$ cat config.mk
export PLATFORM = sky130hd
export DESIGN_NAME = mdio_master
export DESIGN_NICKNAME = d
export VERILOG_FILES = /design/src/rtl/mdio_pkg.sv /design/src/rtl/mdio_clkgen.sv /design/src/rtl/mdio_engine.sv /design/src/rtl/mdio_regs.sv /design/src/rtl/mdio_master.sv
export SDC_FILE = /design/constraint.sdc
export NUM_CORES = 1
export LEC_CHECK = 0
export BUFFER_PORTS_ARGS = -buffer_cell sky130_fd_sc_hd__buf_2
export CAP_MARGIN = 40
export CORE_ASPECT_RATIO = 0.6
export CORE_MARGIN = 2
export CORE_UTILIZATION = 40
export CTS_CLUSTER_DIAMETER = 80
export DETAILED_ROUTE_END_ITERATION = 12
export HOLD_SLACK_MARGIN = 0.03
export PLACE_DENSITY = 0.62
export SYNTH_ARGS = -nofsm -noshare
export SYNTH_HDL_FRONTEND = slang
export SYNTH_SLANG_ARGS = --single-unit
export TNS_END_PERCENT = 10
$ cat constraint.sdc
create_clock -name clk -period 5.7 [get_ports clk]
set_clock_uncertainty 0.05 [all_clocks]
set_input_delay 0.285 -clock clk [delete_from_list [all_inputs] [get_ports clk]]
set_output_delay 0.285 -clock clk [all_outputs]
set_load 0.02 [all_outputs]
$ cat src/rtl/mdio_pkg.sv
package mdio_pkg;
  typedef enum logic [1:0] {
    OP_NONE  = 2'b00,
    OP_WRITE = 2'b01,
    OP_READ  = 2'b10,
    OP_RSVD  = 2'b11
  } mdio_op_e;

  typedef struct packed {
    mdio_op_e   op;
    logic [4:0] phy;
    logic [4:0] regn;
  } mdio_cmd_t;

  localparam int ADDR_W     = 3;
  localparam int FRAME_BITS = 64;
  localparam int TA_BIT     = 46;
  localparam int DATA_BIT   = 48;
  localparam logic [ADDR_W-1:0] OFS_CTRL = 3'h0;
  localparam logic [ADDR_W-1:0] OFS_TX   = 3'h2;
  localparam logic [ADDR_W-1:0] OFS_RX   = 3'h4;
endpackage

$ cat src/rtl/mdio_clkgen.sv
module mdio_clkgen #(
  parameter int HALF_DIV = 10
) (
  input  logic clk,
  input  logic rst_n,
  input  logic run,
  output logic mdc,
  output logic rise,
  output logic fall
);
  localparam int CW = $clog2(HALF_DIV + 1);

  logic [CW-1:0] cnt_q, cnt_d;
  logic          mdc_q, mdc_d;
  logic          term;

  assign term = run && (cnt_q == CW'(HALF_DIV - 1));

  always_comb begin
    cnt_d = cnt_q;
    mdc_d = mdc_q;
    if (!run) begin
      cnt_d = '0;
      mdc_d = 1'b0;
    end else if (term) begin
      cnt_d = '0;
      mdc_d = ~mdc_q;
    end else begin
      cnt_d = cnt_q + 1'b1;
    end
  end

  always_ff @(posedge clk or negedge rst_n) begin
    if (!rst_n) begin
      cnt_q <= '0;
      mdc_q <= 1'b0;
    end else begin
      cnt_q <= cnt_d;
      mdc_q <= mdc_d;
    end
  end

  assign mdc  = mdc_q;
  assign rise = term && !mdc_q;
  assign fall = term && mdc_q;
endmodule

$ cat src/rtl/mdio_engine.sv
module mdio_engine
  import mdio_pkg::*;
(
  input  logic        clk,
  input  logic        rst_n,
  input  logic        start,
  input  mdio_cmd_t   cmd,
  input  logic [15:0] tx_word,
  input  logic        rise,
  input  logic        fall,
  input  logic        mdio_i,
  output logic        busy,
  output logic        is_read,
  output logic [5:0]  bit_idx,
  output logic        mdio_o,
  output logic        mdio_oe,
  output logic        done,
  output logic [15:0] cap_word
);
  logic                  busy_q, busy_d;
  logic [FRAME_BITS-1:0] sh_q, sh_d;
  logic [5:0]            idx_q, idx_d;
  logic [15:0]           cap_q, cap_d;
  logic                  rd_q, rd_d;
  logic                  oe_q, oe_d;

  always_comb begin
    busy_d = busy_q;
    sh_d   = sh_q;
    idx_d  = idx_q;
    cap_d  = cap_q;
    rd_d   = rd_q;
    oe_d   = oe_q;
    done   = 1'b0;
    if (!busy_q) begin
      if (start) begin
        busy_d = 1'b1;
        sh_d   = {32'hFFFF_FFFF, 2'b01, cmd.op, cmd.phy, cmd.regn, 2'b10, tx_word};
        idx_d  = '0;
        oe_d   = 1'b1;
        rd_d   = (cmd.op == OP_READ);
        cap_d  = '0;
      end
    end else begin
      if (rise && rd_q && (idx_q >= 6'(DATA_BIT)))
        cap_d = {cap_q[14:0], mdio_i};
      if (fall) begin
        if (idx_q == 6'(FRAME_BITS - 1)) begin
          busy_d = 1'b0;
          oe_d   = 1'b0;
          done   = 1'b1;
        end else begin
          idx_d = idx_q + 1'b1;
          sh_d  = {sh_q[FRAME_BITS-2:0], 1'b0};
          oe_d  = !(rd_q && (idx_q >= 6'(TA_BIT - 1)));
        end
      end
    end
  end

  always_ff @(posedge clk or negedge rst_n) begin
    if (!rst_n) begin
      busy_q <= 1'b0;
      sh_q   <= '0;
      idx_q  <= '0;
      cap_q  <= '0;
      rd_q   <= 1'b0;
      oe_q   <= 1'b0;
    end else begin
      busy_q <= busy_d;
      sh_q   <= sh_d;
      idx_q  <= idx_d;
      cap_q  <= cap_d;
      rd_q   <= rd_d;
      oe_q   <= oe_d;
    end
  end

  assign busy     = busy_q;
  assign is_read  = rd_q;
  assign bit_idx  = idx_q;
  assign mdio_o   = sh_q[FRAME_BITS-1];
  assign mdio_oe  = oe_q;
  assign cap_word = cap_q;
endmodule

$ cat src/rtl/mdio_regs.sv
module mdio_regs
  import mdio_pkg::*;
(
  input  logic              clk,
  input  logic              rst_n,
  input  logic [ADDR_W-1:0] addr,
  input  logic              we,
  input  logic [15:0]       wdata,
  input  logic              busy,
  input  logic              load_rx,
  input  logic [15:0]       cap_word,
  output logic              start,
  output mdio_cmd_t         cmd,
  output logic [15:0]       tx_word,
  output logic [15:0]       rx_word,
  output logic [15:0]       rdata
);
  mdio_cmd_t   cmd_q, cmd_d;
  logic [15:0] tx_q, tx_d;
  logic [15:0] rx_q, rx_d;
  mdio_cmd_t   wcmd;
  logic        op_ok;

  assign wcmd  = mdio_cmd_t'(wdata[11:0]);
  assign op_ok = (wcmd.op == OP_READ) || (wcmd.op == OP_WRITE);
  assign start = we && (addr == OFS_CTRL) && !busy && op_ok;

  always_comb begin
    cmd_d = cmd_q;
    tx_d  = tx_q;
    rx_d  = rx_q;
    if (start) cmd_d = wcmd;
    if (we && (addr == OFS_TX)) tx_d = wdata;
    if (load_rx) rx_d = cap_word;
  end

  always_ff @(posedge clk or negedge rst_n) begin
    if (!rst_n) begin
      cmd_q <= '0;
      tx_q  <= '0;
      rx_q  <= '0;
    end else begin
      cmd_q <= cmd_d;
      tx_q  <= tx_d;
      rx_q  <= rx_d;
    end
  end

  always_comb begin
    case (addr)
      OFS_CTRL: rdata = {3'b000, !busy, cmd_q};
      OFS_TX:   rdata = tx_q;
      OFS_RX:   rdata = rx_q;
      default:  rdata = '0;
    endcase
  end

  assign cmd     = cmd_q;
  assign tx_word = tx_q;
  assign rx_word = rx_q;
endmodule

$ cat src/rtl/mdio_master.sv
module mdio_master
  import mdio_pkg::*;
#(
  parameter int MDC_HALF_DIV = 10
) (
  input  logic              clk,
  input  logic              rst_n,
  input  logic [ADDR_W-1:0] reg_addr,
  input  logic              reg_we,
  input  logic [15:0]       reg_wdata,
  output logic [15:0]       reg_rdata,
  output logic              mdc,
  output logic              mdio_o,
  output logic              mdio_oe,
  input  logic              mdio_i
);
  logic [1:0]  rst_sync_q;
  logic        rst_int_n;
  logic        busy;
  logic        frame_is_rd;
  logic [5:0]  bit_idx;
  logic [15:0] rx_data;
  logic [15:0] tx_data;
  logic [15:0] cap_word;
  mdio_cmd_t   cmd_cur;
  logic        start;
  logic        done;
  logic        mdc_rise;
  logic        mdc_fall;

  always_ff @(posedge clk or negedge rst_n) begin
    if (!rst_n) rst_sync_q <= 2'b00;
    else        rst_sync_q <= {rst_sync_q[0], 1'b1};
  end
  assign rst_int_n = rst_sync_q[1];

  mdio_regs u_regs (
    .clk(clk), .rst_n(rst_int_n), .addr(reg_addr), .we(reg_we), .wdata(reg_wdata),
    .busy(busy), .load_rx(done && frame_is_rd), .cap_word(cap_word),
    .start(start), .cmd(cmd_cur), .tx_word(tx_data), .rx_word(rx_data), .rdata(reg_rdata)
  );

  mdio_clkgen #(.HALF_DIV(MDC_HALF_DIV)) u_clkgen (
    .clk(clk), .rst_n(rst_int_n), .run(busy), .mdc(mdc), .rise(mdc_rise), .fall(mdc_fall)
  );

  mdio_engine u_engine (
    .clk(clk), .rst_n(rst_int_n), .start(start), .cmd(mdio_cmd_t'(reg_wdata[11:0])),
    .tx_word(tx_data), .rise(mdc_rise), .fall(mdc_fall), .mdio_i(mdio_i),
    .busy(busy), .is_read(frame_is_rd), .bit_idx(bit_idx), .mdio_o(mdio_o),
    .mdio_oe(mdio_oe), .done(done), .cap_word(cap_word)
  );
endmodule

==> flow_summary.ini <==
[yosys]
yosys_warnings = 0
netlist-cell-type-count = 43
synthFlopType = dfrtp_1
syn-cell-area_um2 = 6530
yosys_register_bits = 140
syn_nets = 593
synth_area_per_cell_um2 = 11.58
synth_seq_area_share_pct = 53.65
yosys-top-cells-area = dfrtp_1 (54%), mux2_2 (14%), a2bb2oi_1 (4.6%)
synth_top_area_share_pct = 53.65
synth_edf_count = 0
syn_inst = 564
yosysTopAreaCell = dfrtp_1
async_flop_share_pct = 100.0

[run]
drv_cap = 0

[clock_network]
clk_pin_slew_worst_paths_ps = 60
clock_latency_ps = 420
cts.sinks = 140
cts_hold_buf = 1
cts_tree = done
cts_buffers = 17
cts.repair.resized = 0
cts.htree.levels = 4
root_buffer = clkbuf_16
post_cts_buffers = 0
clockBufferDepth = 2

[route]
postRouteAntennaNets = 0
wl_per_cell_um = 17.41
vias = 4459
drc = 0
drtPass1Iterations = 4
drt-total-wl_um = 14210
drt_iter0_markers = 362
vias_per_cell = 5.464

[global_routing]
grt_pass1_wl_um = 23580
first_global_vias = 4333
grt_overflow = 0
grt_max_degree = 69
gr-usage-all-layers_pct = 17.55
antenna_found_initial = 0

[sta]
slew_headroom_pct = 40.30
grt_setup_unrepaired = false
finalHoldViolations = 0
fin_setup_tns_ps = 0
setup_viol = 0
clock.fmax_mhz = 332.8
finalCriticalPeriod_ps = 3005
worst_pin_slew_ps = 892.3
hold-worst-slack_ps = 53.14
min_period_over_period_pct = 52.72
maxSlewViolCount = 0

[setup_path]
path_cells = inv_1, ha_1, and4b_1, and2_1, buf_4, nand3_1, mux2_2
end_kind = flip-flop
path_max_fanout = 37
crit_start = u_clkgen.cnt_q[1]$_DFF_PN0_
cp_slowest_cell = nand3_1
worstPathArrival_ps = 3240
crit_type = reg -> reg
crit_path_start_kind = flip-flop
max_stage_delay_ps = 630
crit_required_ps = 5940
r2r_setup_slack_ps = 2700
timing.rr.start = u_clkgen.cnt_q[1]$_DFF_PN0_

[floorplan]
dieArea_um2 = 17400
start_util_pct = 40.61
rows = 36
core_area_um2 = 16080
die-width_um = 169.0
fp.dieH_um = 103.0
ios = 42

[final_layout]
layout.nets = 623
syn2layout_area_growth_pct = 15.39
multi_input_area_um2 = 2743
drive_gt1_share_pct = 28.50
register_area_um2 = 3511
antenna_cells = 0
final_area_um2 = 7535
fillers = 1433

[power]
pwr-share-comb_pct = 20.9
switching_power_w = 0.0009691
irDropWorstVdd_mv = 0.2548
pwr-share-clk_pct = 35.4
internal_power_w = 0.002310
switching_share_pct = 29.55
power-per-cell-area_nw_per_um2 = 435.3
leakage_nw = 3.311
p_seq_share_pct = 43.7

[placed_design]
placed_cell_area_um2 = 6898
routabilityCongestion = 0.7918
numPortBuffers = 41
place_hpwl_um = 9409

[min_path]
hp-start = reg_wdata[5]
hp-class = in -> reg

[status]
outcome = completed
## sequential cells by signal (all words and copies together) (netlist names)
name	cells
u_regs.rx_word	16
u_engine.mdio_oe	1
u_regs.cmd	12
rst_sync_q	2
u_engine.cap_word	16
u_clkgen.mdc	1
u_engine.bit_idx	6
u_engine.sh_q	64
u_regs.tx_word	16
u_clkgen.cnt_q	4
u_engine.busy	1
u_engine.is_read	1
## worst paths after layout
path	cells after the start	to
min in group asynchronous	2	rst_sync_q[1]$_DFF_PN0_
max reg2reg	7	u_regs.rx_word[9]$_DFFE_PN0P_
min reg2reg	0	u_engine.cap_word[5]$_DFFE_PN0P_
max in group asynchronous	2	u_regs.cmd[9]$_DFFE_PN0P_
min	3	u_regs.cmd[5]$_DFFE_PN0P_
max	7	u_regs.rx_word[9]$_DFFE_PN0P_
## cell type report
class | instances | share of cell area, %
clock buffer | 20 | 6.194
multi-input combinational | 360 | 36.40
inverter | 24 | 1.196
clock inverter | 12 | 2.126
sequential | 140 | 46.60
tap | 209 | 3.471
timing repair buffer | 51 | 4.019
## cells in the mapped netlist, drive strengths merged (6+ instances only)
cell type	number
a2bb2oi	35
nor2	38
clkbuf	24
o21ai	6
ha	6
a31oi	12
buf	16
mux2	84
nand2	64
o22ai	36
dfrtp	140
mux2i	29
inv	24
## metal layers
metal | wire [um] | part of all wire [%] | track usage, %
met1 | 7235 | 51 | 26.02
met2 | 6177 | 43 | 25.66
met3 | 670 | 4.7 | 4.031
met4 | 127 | 0.89 | 5.172
met5 | 0 | 0 | 0
## power groups by stage
| stage | Clock (W) | Sequential (W) | Combinational, W |
|---|---|---|---|
| final | 0.00116 | 0.00143 | 0.000686 |
| after CTS | 0.00118 | 0.00143 | 0.000694 |
| after global routing | 0.00123 | 0.00147 | 0.000768 |
| after detailed placement | 0 | 0.00145 | 0.000688 |
| after floorplan | 0 | 0.00134 | 0.000612 |
| after global placement | 0 | 0.00143 | 0.000660 |
## per-stage QoR
step,setup WS (ps),total power (W),utilization [%],cells
4_1_cts,2718,0.003307,46.86,816
6_report,2695,0.003280,46.86,816
2_1_floorplan,1461,0.001950,-,564
3_3_place_gp,2755,0.002092,42.72,782
3_5_place_dp,2704,0.002133,42.90,783
5_1_grt,2538,0.003466,46.86,816
## critical path: cells and delay by family (launching register included)
family	cells	cell delay (ps)
and+or+nand+nor	3	1310
muxes	1	510
buffers and inverters	2	420
DFF	1	390
adders and majority gates	1	190
## cells by family after synthesis
| kind of cell | Yosys count | share of synthesized area [%] |
|---|---|---|
| AO/OA/AOI/OAI | 109 | 12.70 |
| AND/OR/NAND/NOR | 125 | 8.259 |
| multiplexers | 113 | 18.93 |
| flip-flops | 140 | 53.65 |
| adder cells (fa/ha/maj) | 6 | 1.150 |
| XOR/XNOR | 6 | 0.8047 |
| other | 1 | 0.05743 |
| buffers and inverters | 64 | 4.445 |
## cell usage in the layout (no fill, tap or decap), types with 6 or more instances in the layout
cell	n
dfrtp_1	138
mux2_2	84
nand2_1	63
buf_2	41
nor2_1	38
o22ai_1	36
a2bb2oi_1	34
mux2i_1	29
inv_1	24
clkbuf_16	17
a31oi_1	12
buf_4	8
o21ai_0	6
ha_1	6
No activity file was read; power rests on OpenSTA's default activity.
